**config.mk**
```make
export PLATFORM = sky130hd
export DESIGN_NAME = tile_row_render
export DESIGN_NICKNAME = d
export VERILOG_FILES = /design/src/rtl/tr_pkg.sv /design/src/rtl/tr_addr.sv /design/src/rtl/tr_unpack.sv /design/src/rtl/tr_linebuf.sv /design/src/rtl/tile_row_render.sv
export SDC_FILE = /design/constraint.sdc
export NUM_CORES = 2
export LEC_CHECK = 0
export BUFFER_PORTS_ARGS = -buffer_cell sky130_fd_sc_hd__buf_2
export CORE_ASPECT_RATIO = 1.5
export CORE_UTILIZATION = 29
export CTS_CLUSTER_DIAMETER = 30
export DETAILED_ROUTE_END_ITERATION = 8
export SYNTH_ARGS = -nofsm -noshare
export SYNTH_HDL_FRONTEND = slang
export SYNTH_SLANG_ARGS = --single-unit
```
**constraint.sdc**
```tcl
create_clock -name clk -period 22.1 [get_ports clk]
set_input_delay 5.525 -clock clk [delete_from_list [all_inputs] [get_ports clk]]
set_output_delay 5.525 -clock clk [all_outputs]
set_load 0.01 [all_outputs]
```
**src/rtl/tr_pkg.sv**
```systemverilog
package tr_pkg;

  typedef enum logic [1:0] {
    ST_IDLE  = 2'd0,
    ST_FETCH = 2'd1,
    ST_DRAIN = 2'd2,
    ST_PIX   = 2'd3
  } tr_state_e;

  // Palette select as seen by a given pixel depth
  function automatic logic [3:0] eff_select(input logic [1:0] bpp, input logic [3:0] sel);
    if (bpp == 2'd3)      return 4'd0;
    else if (bpp == 2'd2) return sel & 4'b1100;
    else                  return sel;
  endfunction

endpackage

```
**src/rtl/tr_addr.sv**
```systemverilog
module tr_addr #(
  parameter int ADDR_W = 25,
  parameter int TILE_W = 12
) (
  input  logic [TILE_W-1:0] tile_num,
  input  logic [ADDR_W-1:0] seg_base,
  input  logic [1:0]        bpp_code,
  input  logic              wide,
  input  logic              tall,
  input  logic              flip_y,
  input  logic [3:0]        row,
  output logic [ADDR_W-1:0] row_start,
  output logic [2:0]        grp_bytes,
  output logic [4:0]        row_bytes,
  output logic [1:0]        last_grp
);

  logic [8:0] tile_bytes;
  logic [3:0] eff_row;
  logic [7:0] row_off;

  always_comb begin
    case (bpp_code)
      2'd3:    grp_bytes = 3'd4;
      2'd2:    grp_bytes = 3'd3;
      default: grp_bytes = 3'd2;
    endcase
    row_bytes  = wide ? {grp_bytes, 2'b00} : {1'b0, grp_bytes, 1'b0};
    tile_bytes = tall ? {row_bytes, 4'b0000} : {1'b0, row_bytes, 3'b000};
    if (tall) eff_row = flip_y ? (4'd15 - row) : row;
    else      eff_row = {1'b0, flip_y ? (3'd7 - row[2:0]) : row[2:0]};
    row_off  = {4'b0000, eff_row} * {3'b000, row_bytes};
    last_grp = wide ? 2'd3 : 2'd1;
  end

  assign row_start = seg_base + (ADDR_W'(tile_num) * ADDR_W'(tile_bytes)) + ADDR_W'(row_off);

endmodule

```
**src/rtl/tr_unpack.sv**
```systemverilog
module tr_unpack (
  input  logic [31:0] grp,
  input  logic [1:0]  bpp_code,
  input  logic [1:0]  slot,
  output logic [7:0]  pen
);

  always_comb begin
    case (bpp_code)
      2'd3:    pen = grp[slot*8 +: 8];
      2'd2:    pen = {2'b00, grp[slot*6 +: 6]};
      default: pen = {4'b0000, grp[slot*4 +: 4]};
    endcase
  end

endmodule

```
**src/rtl/tr_linebuf.sv**
```systemverilog
module tr_linebuf #(
  parameter int LINE_LEN = 256,
  parameter int SX_W     = 10,
  parameter int DEPTH_W  = 3,
  parameter int IDX_W    = 9,
  localparam int LX_W    = $clog2(LINE_LEN)
) (
  input  logic               clk,
  input  logic               rst,
  input  logic               clr,
  input  logic               wr_en,
  input  logic [SX_W-1:0]    wr_x,
  input  logic [DEPTH_W-1:0] wr_depth,
  input  logic [IDX_W-1:0]   wr_idx,
  input  logic [LX_W-1:0]    rd_x,
  output logic [IDX_W-1:0]   rd_idx,
  output logic [DEPTH_W-1:0] rd_dep
);

  localparam logic [DEPTH_W-1:0] DMAX = '1;

  logic [DEPTH_W-1:0] dep_q [LINE_LEN];
  logic [IDX_W-1:0]   idx_mem [LINE_LEN];
  logic [LX_W-1:0]    wa;
  logic               in_line;
  logic               wr_ok;

  assign wa      = wr_x[LX_W-1:0];
  assign in_line = (wr_x < SX_W'(LINE_LEN));
  assign wr_ok   = wr_en && in_line && !clr && (wr_depth < dep_q[wa]);

  // Depth store: reset and clear to the maximum value
  always_ff @(posedge clk) begin
    if (rst) begin
      for (int i = 0; i < LINE_LEN; i++) dep_q[i] <= DMAX;
      rd_dep <= DMAX;
    end else begin
      if (clr) begin
        for (int i = 0; i < LINE_LEN; i++) dep_q[i] <= DMAX;
      end else if (wr_ok) begin
        dep_q[wa] <= wr_depth;
      end
      rd_dep <= dep_q[rd_x];
    end
  end

  // Index store: plain RAM, one write and one registered read port
  always_ff @(posedge clk) begin
    if (wr_ok) idx_mem[wa] <= wr_idx;
    rd_idx <= idx_mem[rd_x];
  end

  p_depth_min_r6: assert property (@(posedge clk) disable iff (rst)
    (wr_en && in_line && !clr) |=> (dep_q[$past(wa)] <= $past(wr_depth)) &&
                                   (dep_q[$past(wa)] <= $past(dep_q[wa])));

  p_clear_max_r8: assert property (@(posedge clk) disable iff (rst)
    clr |=> (dep_q[0] == DMAX) && (dep_q[LINE_LEN-1] == DMAX));

  p_clip_keep_r9: assert property (@(posedge clk) disable iff (rst)
    (wr_en && !in_line && !clr) |=> dep_q[$past(wa)] == $past(dep_q[wa]));

endmodule

```
**src/rtl/tile_row_render.sv**
```systemverilog
module tile_row_render
  import tr_pkg::*;
#(
  parameter int ADDR_W   = 25,
  parameter int TILE_W   = 12,
  parameter int X_W      = 9,
  parameter int LINE_LEN = 256,
  parameter int DEPTH_W  = 3,
  parameter int IDX_W    = 9,
  localparam int LX_W    = $clog2(LINE_LEN),
  localparam int SX_W    = X_W + 1
) (
  input  logic               clk,
  input  logic               rst,
  input  logic               line_clear,
  input  logic               start,
  input  logic [TILE_W-1:0]  tile_num,
  input  logic [ADDR_W-1:0]  seg_base,
  input  logic [1:0]         bpp_code,
  input  logic               wide,
  input  logic               tall,
  input  logic               flip_x,
  input  logic               flip_y,
  input  logic [3:0]         row,
  input  logic [X_W-1:0]     x_pos,
  input  logic [IDX_W-1:0]   pal_base,
  input  logic [3:0]         pal_sel,
  input  logic [DEPTH_W-1:0] depth,
  input  logic               opaque,
  output logic               busy,
  output logic               done,
  output logic               gfx_rd,
  output logic [ADDR_W-1:0]  gfx_addr,
  input  logic [7:0]         gfx_data,
  input  logic [LX_W-1:0]    rd_x,
  output logic [IDX_W-1:0]   rd_index,
  output logic [DEPTH_W-1:0] rd_depth
);

  tr_state_e          state_q;
  logic [ADDR_W-1:0]  start_w, row_start_q, addr_q;
  logic [2:0]         grpb_w, grpb_q;
  logic [4:0]         rb_w, rb_q;
  logic [1:0]         lastg_w, lastg_q;
  logic [1:0]         bpp_q, j_q, req_j_q, g_q, p_q;
  logic               wide_q, flipx_q, opq_q, req_vld_q, done_q;
  logic [X_W-1:0]     x_q;
  logic [IDX_W-1:0]   palb_q;
  logic [3:0]         sel_q;
  logic [DEPTH_W-1:0] tdep_q;
  logic [31:0]        grp_q;

  tr_addr #(.ADDR_W(ADDR_W), .TILE_W(TILE_W)) u_addr (
    .tile_num (tile_num), .seg_base (seg_base), .bpp_code (bpp_code),
    .wide (wide), .tall (tall), .flip_y (flip_y), .row (row),
    .row_start (start_w), .grp_bytes (grpb_w), .row_bytes (rb_w), .last_grp (lastg_w)
  );

  always_ff @(posedge clk) begin
    if (rst) begin
      state_q <= ST_IDLE;  done_q <= 1'b0;  req_vld_q <= 1'b0;
      row_start_q <= '0;   addr_q <= '0;    grpb_q <= 3'd2;  rb_q <= 5'd4;
      lastg_q <= '0;  bpp_q <= '0;  j_q <= '0;  req_j_q <= '0;  g_q <= '0;  p_q <= '0;
      wide_q <= 1'b0; flipx_q <= 1'b0; opq_q <= 1'b0; x_q <= '0; palb_q <= '0;
      sel_q <= '0;    tdep_q <= '1;    grp_q <= '0;
    end else begin
      done_q <= 1'b0;
      if (req_vld_q) grp_q[req_j_q*8 +: 8] <= gfx_data;
      case (state_q)
        ST_IDLE: if (start) begin
          row_start_q <= start_w;  addr_q <= start_w;
          grpb_q <= grpb_w;  rb_q <= rb_w;  lastg_q <= lastg_w;
          bpp_q <= bpp_code; wide_q <= wide; flipx_q <= flip_x; opq_q <= opaque;
          x_q <= x_pos;  palb_q <= pal_base;  tdep_q <= depth;
          sel_q <= eff_select(bpp_code, pal_sel);
          j_q <= '0;  g_q <= '0;
          state_q <= ST_FETCH;
        end
        ST_FETCH: begin
          req_vld_q <= 1'b1;
          req_j_q   <= j_q;
          addr_q    <= addr_q + 1'b1;
          if ({1'b0, j_q} == grpb_q - 3'd1) state_q <= ST_DRAIN;
          else                              j_q <= j_q + 1'b1;
        end
        ST_DRAIN: begin
          req_vld_q <= 1'b0;
          p_q       <= '0;
          state_q   <= ST_PIX;
        end
        ST_PIX: begin
          p_q <= p_q + 1'b1;
          if (p_q == 2'd3) begin
            if (g_q == lastg_q) begin
              state_q <= ST_IDLE;
              done_q  <= 1'b1;
            end else begin
              g_q     <= g_q + 1'b1;
              j_q     <= '0;
              state_q <= ST_FETCH;
            end
          end
        end
        default: state_q <= ST_IDLE;
      endcase
    end
  end

  // Pixel datapath: pen extraction, mirroring, index formation
  logic [7:0]       pen;
  logic [3:0]       xt, xm;
  logic [SX_W-1:0]  sx;
  logic [IDX_W-1:0] idx;
  logic             pix_we;

  tr_unpack u_unpack (.grp (grp_q), .bpp_code (bpp_q), .slot (p_q), .pen (pen));

  assign xt     = {g_q, p_q};
  assign xm     = flipx_q ? ((wide_q ? 4'd15 : 4'd7) - xt) : xt;
  assign sx     = {1'b0, x_q} + SX_W'(xm);
  assign idx    = (palb_q + IDX_W'(pen)) | IDX_W'({sel_q, 4'b0000});
  assign pix_we = (state_q == ST_PIX) && (opq_q || (pen != 8'd0));

  tr_linebuf #(.LINE_LEN(LINE_LEN), .SX_W(SX_W), .DEPTH_W(DEPTH_W), .IDX_W(IDX_W)) u_line (
    .clk (clk), .rst (rst), .clr (line_clear),
    .wr_en (pix_we), .wr_x (sx), .wr_depth (tdep_q), .wr_idx (idx),
    .rd_x (rd_x), .rd_idx (rd_index), .rd_dep (rd_depth)
  );

  assign busy     = (state_q != ST_IDLE);
  assign done     = done_q;
  assign gfx_rd   = (state_q == ST_FETCH);
  assign gfx_addr = addr_q;

  p_addr_range_r2: assert property (@(posedge clk) disable iff (rst)
    gfx_rd |-> ((gfx_addr - row_start_q) < ADDR_W'(rb_q)));

  p_done_pulse_r10: assert property (@(posedge clk) disable iff (rst)
    done |=> !done);

  p_busy_rise_r10: assert property (@(posedge clk) disable iff (rst)
    (start && !busy) |=> busy);

  p_done_idle_r10: assert property (@(posedge clk) disable iff (rst)
    done |-> !busy);

endmodule

```
==> Yosys cells after proc, flatten, opt, wreduce, memory -nomap -nowiden <==
Memory sizes are Yosys's and may differ from the RTL's. A register that Yosys moved wholly into a read port is not among the register bits.
Cells that the tools add are included.
{ "op_classes": {"add_sub_neg": 13, "n_mul": 3, "n_lt_le_gt_ge": 2, "n_eq_ne": 15, "shifts": 5, "muxes": 300, "bitwise_logic": 259, "reduce_logical": 21} }
{ "op_table": {"columns": ["op", "n"], "rows": [
  ["$mux W3", 258],
  ["$or A1 B1 Y1", 256],
  ["$pmux W25 S2", 1],
  ["$neg A5 Y34", 1],
  ["$shift A8 B34 Y32 const A", 1],
  ["$shiftx A8 B34 Y32", 1],
  ["$bwmux W32", 1],
  ["$shiftx A32 B5 Y4", 1],
  ["$shiftx A32 B6 Y6", 1],
  ["$shiftx A32 B6 Y8", 1],
  ["$add A25 B1 Y25 const B", 1],
  ["$add A25 B21 Y25", 1],
  ["$add A25 B8 Y25", 1],
  ["$mux W25", 1],
  ["$mux W2", 11],
  ["$mul A12 B9 Y21", 1],
  ["$mux W4", 5],
  ["$pmux W8 S2", 1],
  ["$eq A2 B2 Y1 const B", 7],
  ["$mux W1", 13],
  ["$add A9 B4 Y10", 1],
  ["$lt A10 B9 Y1 const B", 1],
  ["$reduce_bool A2 Y1", 5],
  ["$add A9 B8 Y9", 1],
  ["other kinds (34)", 46]
]} }
{ "totals": {"register_bits": 104, "ramBits": 3072, "inputBits": 93, "output_inout_bits": 40, "elab_cells": 639, "memories": 2} }
{ "memory_table": {"columns": ["name", "depth", "word_bits", "rd", "rd_clocked_by_memory_dff", "wr", "line", "source"], "rows": [
  ["u_line.idx_mem", 256, 9, 1, 1, 1, "tr_linebuf.sv:23", "logic [IDX_W-1:0] idx_mem [LINE_LEN];"],
  ["u_line.dep_q", 256, 3, 2, 1, 256, "tr_linebuf.sv:22", "logic [DEPTH_W-1:0] dep_q [LINE_LEN];"]
]} }

==> Logic depth before layout (Yosys ltp) <==
{ "logic_depth": {"depth_word": 15, "ltp_mapped": 31, "ltp_nobuf": 25} }

==> Cells and area by module <==
A second synthesis with hierarchy kept.
{ "unflattened": {"cells_unflattened": 7936, "hier_area_um2": 141146.6} }
{ "by_module_without_submodules": {"columns": ["mod", "n_inst", "cells_per_inst", "area_each_um2", "seq_area_each_um2"], "rows": [
  ["tr_linebuf", 1, 6724, 131153.3, 92488.7],
  ["tile_row_render", 1, 671, 5501.5, 2082.0],
  ["tr_addr", 1, 475, 3901.2, 0.0],
  ["tr_unpack", 1, 66, 590.6, 0.0]
]} }

==> Least setup slack after synthesis <==
Ideal clock, no wire load.
{ "synth_timing": {"path_kind": "input to register", "from": "in bpp_code[0]", "to": "reg addr_q[24] (netlist: gfx_addr[24])", "setup_ns": 0.122, "arrival_ns": 11.489, "t_required_ns": 21.978, "setup_slack_ns": 10.489, "path_stages": 25, "n_path_buf": 1, "path_cell_list": "and2_1 -> clkbuf_1 -> xnor2_1 -> or2_2 -> fa_1 -> inv_1 -> fa_1 -> fa_1 -> a21o_1 -> a21oi_1 -> xor2_1 -> xnor2_1 -> ha_1 -> inv_1 -> fa_1 -> fa_1 -> inv_1 -> ha_1 -> o21ai_0 -> o31ai_1 -> and4_1 -> o2111a_1 -> o21ai_0 -> o2111a_1 -> a311o_1"} }
{ "synth_between": {"elab_chain_cells": 9, "word_cells_on_any_way": 11, "cone_classes": "add/sub (2); mul (2); eq/ne (2); mux (5)"} }
{ "synth_lines": {"columns": ["element", "line", "source"], "rows": [
  ["from (decl)", "tile_row_render.sv:19", "input logic [1:0] bpp_code,"],
  ["$eq A2 B2 Y1", "tr_addr.sv:23", "case (bpp_code)"],
  ["$pmux W3 S2 (*)", "tr_addr.sv:23", null],
  ["$mux W5 (*)", "tr_addr.sv:28", "row_bytes = wide ? {grp_bytes, 2'b00} : {1'b0, grp_bytes, 1'b0};"],
  ["$mux W9", "tr_addr.sv:29", "tile_bytes = tall ? {row_bytes, 4'b0000} : {1'b0, row_bytes, 3'b000};"],
  ["$mul A12 B9 Y21", "tr_addr.sv:36", "assign row_start = seg_base + (ADDR_W'(tile_num) * ADDR_W'(tile_bytes)) + ADDR_W'(row_off);"],
  ["$add A25 B21 Y25", "tr_addr.sv:36", null],
  ["$add A25 B8 Y25 (*)", "tr_addr.sv:36", null],
  ["$mux W25 (*)", "tile_row_render.sv:70", "ST_IDLE: if (start) begin"],
  ["$pmux W25 S2 (*)", "tile_row_render.sv:69", "case (state_q)"],
  ["to (signal assigned)", "tile_row_render.sv:71", "row_start_q <= start_w; addr_q <= start_w;"],
  ["to (signal assigned)", "tile_row_render.sv:82", "addr_q <= addr_q + 1'b1;"],
  ["to (decl)", "tile_row_render.sv:41", "logic [ADDR_W-1:0] start_w, row_start_q, addr_q;"]
]} }
Mark *: on every way between the ends. The rest lies on a longest branch, timed or not. The select of a mux whose other input is x is not followed.
A chain may end at the register's enable or synchronous reset.

==> Worst setup path after layout <==
{ "layout_timing": {"from": "in bpp_code[1]", "to": "reg addr_q[24] (netlist: gfx_addr[24])"} }
The elaborated chain is that of the path after synthesis.

==> results_dict.tcl <==
set metrics [dict create \
    place_area_um2 152000 \
    place_inst 14235 \
    multiInputGateArea_um2 45100 \
    ys_types 79 \
    vias 83710 \
    p_per_area_nw_per_um2 110 \
    rows 315 \
    hold_buffers 0 \
    yosysWarnings 0 \
    die_height_um 862 \
    synth_most_common_cell "edfxtp_1" \
    nFillCells 45496 \
    critPathKind "in2reg" \
    overflow 0 \
    regArea_um2 94600 \
    ctsHtreeMaxLevel 6 \
    yosys.area.top_type "edfxtp_1" \
    drt_iter0_drc 9360 \
    power_frac_seq_pct 38.5 \
    ant_nets 0 \
    synth_edf_count 3072 \
    fin_crit_sh_pct 52.9 \
    crit_path_start "bpp_code[1]" \
    ys_ff_latch 3187 \
    syn_nets 8197 \
    crit_required_ps 22980 \
    rsz0062_at_grt "no" \
    cap_violations 1 \
    async_flop_share_pct 0 \
    ys_seq_area_share_pct 66.2 \
    placement.io_buffers 132 \
    swShare_pct 29.0 \
    p_int_mw 13.3 \
    leakagePower_nw 51.4 \
    cts_tree "done" \
    fin_area_um2 171000 \
    die_w_um 575 \
    clockBufferDepth 4 \
    gp_congestion 0.893 \
    ctsResizeCount 0 \
    grt_pass1_wl_um 629000 \
    violations "max-capacitance violations, max-slew violations" \
    numCtsBuffers 539 \
    crit_end "gfx_addr[24]$_SDFFE_PP0P_" \
    cp-start-kind "input port" \
    netlist_area_um2 143000 \
    r2r-start "p_q[1]$_SDFFE_PP0P_" \
    reg2reg_depth 23 \
    start_util_pct 29.1 \
    finalHoldViolCount 0 \
    hpwl_um 270000 \
    finClkSkew_ps 64.8 \
    path_clk_slew_ps 40 \
    core_um2 491000 \
    grt_pass1_vias 86792 \
    yosysTopAreaCellShare_pct 64.6 \
    drive_above_1_share_pct 34.0 \
    status "complete, but fails checks" \
    power_frac_clock_pct 45.5 \
    avgViaCountPerCell 5.50 \
    synth_common_cells "3072 x edfxtp_1, 1162 x mux4_2, 802 x nand3_1, 507 x clkbuf_1, 292 x nor3_1" \
    antenna_found_initial 21 \
    ioPinCount 133 \
    tns_ps 0 \
    fin_cells 15226 \
    synthToLayoutAreaGrowth_pct 19.7 \
    r2r-end "u_line.idx_mem[40][2]$_DFFE_PP_" \
    cts.sinks 3187 \
    end_kind "flop" \
    hold_class "reg2reg" \
    slew_headroom_pct -1.72 \
    synthCells 7945 \
    tightest_slew_ps 1530 \
    clock_latency_ps 1050 \
    grt_max_degree 264 \
    power_switching_mw 5.43 \
    cp.arrival_ps 12570 \
    path_max_fanout 12 \
    syn_avg_cell_area_um2 18.0 \
    drc 0 \
    wire_per_inst_um 28.9 \
    grt_usage_pct 17.3 \
    r2r_setup_slack_ps 10790 \
    cts_setup_buffers 0 \
    final.min_clock_period_ps 11690 \
    timing.hold.ws_ps 466 \
    p_comb_share_pct 16.0 \
    synth_area_leaders "edfxtp_1 65%, mux4_2 18%, nand3_1 2.8%" \
    root_buffer "clkbuf_16" \
    dieArea_um2 495000 \
    synth_flop_cell "edfxtp_1" \
    setup_viol 0 \
    postRouteWirelength_um 440000 \
    vdd_ir_drop_max_v 0.000121 \
    max_freq_ghz 0.0855 \
    dr.pass1.iters 8 \
    slew_viol_final 30 \
    nets 8530 \
]
final cells by class:
cell class                 count  area share [%]
antenna                        8          0.0117
multi-input combinational   3863            26.4
clock inverter               383            2.77
clock buffer                 600            8.11
inverter                     119           0.261
tap                         6498            4.75
timing repair buffer         568            2.45
sequential                  3187            55.3
metrics by stage:
stage,setup slack [ps],power (mW),utilization (%)
floorplan,10490,9.07,-
detailed placement,9360,10.3,31.1
global route,10130,19.2,34.9
finish,10410,18.7,34.9
CTS,10480,18.8,34.9
global placement,9210,10.2,31.1
sequential cells by signal (all words and copies together), names as in the netlist, 3 cells and up:
name,flops
grpb_q,3
u_line.idx_mem,2304
u_line.dep_q,768
tdep_q,3
x_q,9
palb_q,9
grp_q,32
u_line.rd_idx,9
sel_q,4
gfx_addr,25
u_line.rd_dep,3
how the worst min path moves through the flow:
| stage | startpoint | to | slack [ps] | cells after the start |
|---|---|---|---|---|
| after detailed placement | opq_q$_SDFFE_PP0P_ | opq_q$_SDFFE_PP0P_ | 460 | 2 |
| after CTS | palb_q[4]$_SDFFE_PP0P_ | palb_q[4]$_SDFFE_PP0P_ | 470 | 2 |
| after floorplan | sel_q[0]$_SDFFE_PP0P_ | sel_q[0]$_SDFFE_PP0P_ | 430 | 2 |
| after global routing | opq_q$_SDFFE_PP0P_ | opq_q$_SDFFE_PP0P_ | 490 | 2 |
| after global placement | palb_q[6]$_SDFFE_PP0P_ | palb_q[6]$_SDFFE_PP0P_ | 450 | 2 |
| final | palb_q[4]$_SDFFE_PP0P_ | palb_q[4]$_SDFFE_PP0P_ | 470 | 2 |
placed cells by master, fill, tap and decap left out, types with 52 or more instances in the layout:
| cell type | netlist | routed |
|---|---|---|
| nand3_1 | 802 | 795 |
| clkbuf_16 | 0 | 546 |
| mux2i_1 | 55 | 55 |
| bufinv_16 | 0 | 68 |
| inv_1 | 119 | 119 |
| o31ai_2 | 224 | 224 |
| nand2_1 | 211 | 188 |
| nor3_1 | 292 | 284 |
| a22oi_1 | 79 | 79 |
| mux4_2 | 1162 | 1162 |
| clkinvlp_4 | 0 | 53 |
| fa_1 | 55 | 53 |
| clkinv_1 | 0 | 52 |
| dfxtp_1 | 115 | 115 |
| inv_6 | 0 | 54 |
| clkinv_2 | 0 | 65 |
| ha_1 | 104 | 102 |
| nor2_1 | 197 | 191 |
| buf_2 | 148 | 125 |
| a21oi_1 | 100 | 96 |
| edfxtp_1 | 3072 | 3072 |
| clkbuf_1 | 507 | 53 |
| buf_4 | 14 | 422 |
critical path, stage by stage:
cell and delay (ps):
buf_2 250, and2_1 340, xnor2_1 180, or2_2 330
fa_1 550, inv_1 60, fa_1 480, fa_1 430
a21o_1 200, a21oi_1 170, xor2_1 200, xnor2_1 100
ha_1 280, inv_1 50, fa_1 440, fa_1 520
inv_1 50, ha_1 340, o21ai_0 150, o31ai_1 610
and4_1 320, o2111a_1 230, o21ai_0 180, o2111a_1 280
a311o_1 310
metal layers:
layer	routed length (um)	share of wire, %	global-route usage (%)
met5	80	0.018	0
met4	29800	6.8	10.4
met3	35600	8.1	3.37
met2	223000	51	30.3
met1	152000	34	19.5
cell families (layout without fill, tap and decap cells):
family / after synthesis / in the layout / synth area share [%]
AOI/OAI and AO/OA: 705 / 705 / 4.36
xor gates and xnor gates: 45 / 45 / 0.276
adders and majority gates: 159 / 159 / 1.68
buffers and inverters: 895 / 1670 / 2.65
DFF: 3187 / 3187 / 66.2
muxes: 1255 / 1255 / 19.0
other: 0 / 8 / 0
and+or+nand+nor: 1699 / 1699 / 5.84
power groups by stage:
stage	Combinational (mW)	Sequential (mW)	Clock (mW)
6_report	3.00	7.21	8.52
5_1_grt	3.11	7.21	8.87
4_1_cts	2.98	7.21	8.61
3_5_place_dp	2.97	7.32	0
3_3_place_gp	2.91	7.32	0
2_1_floorplan	1.60	7.47	0
(Power assumes the default switching activity.)
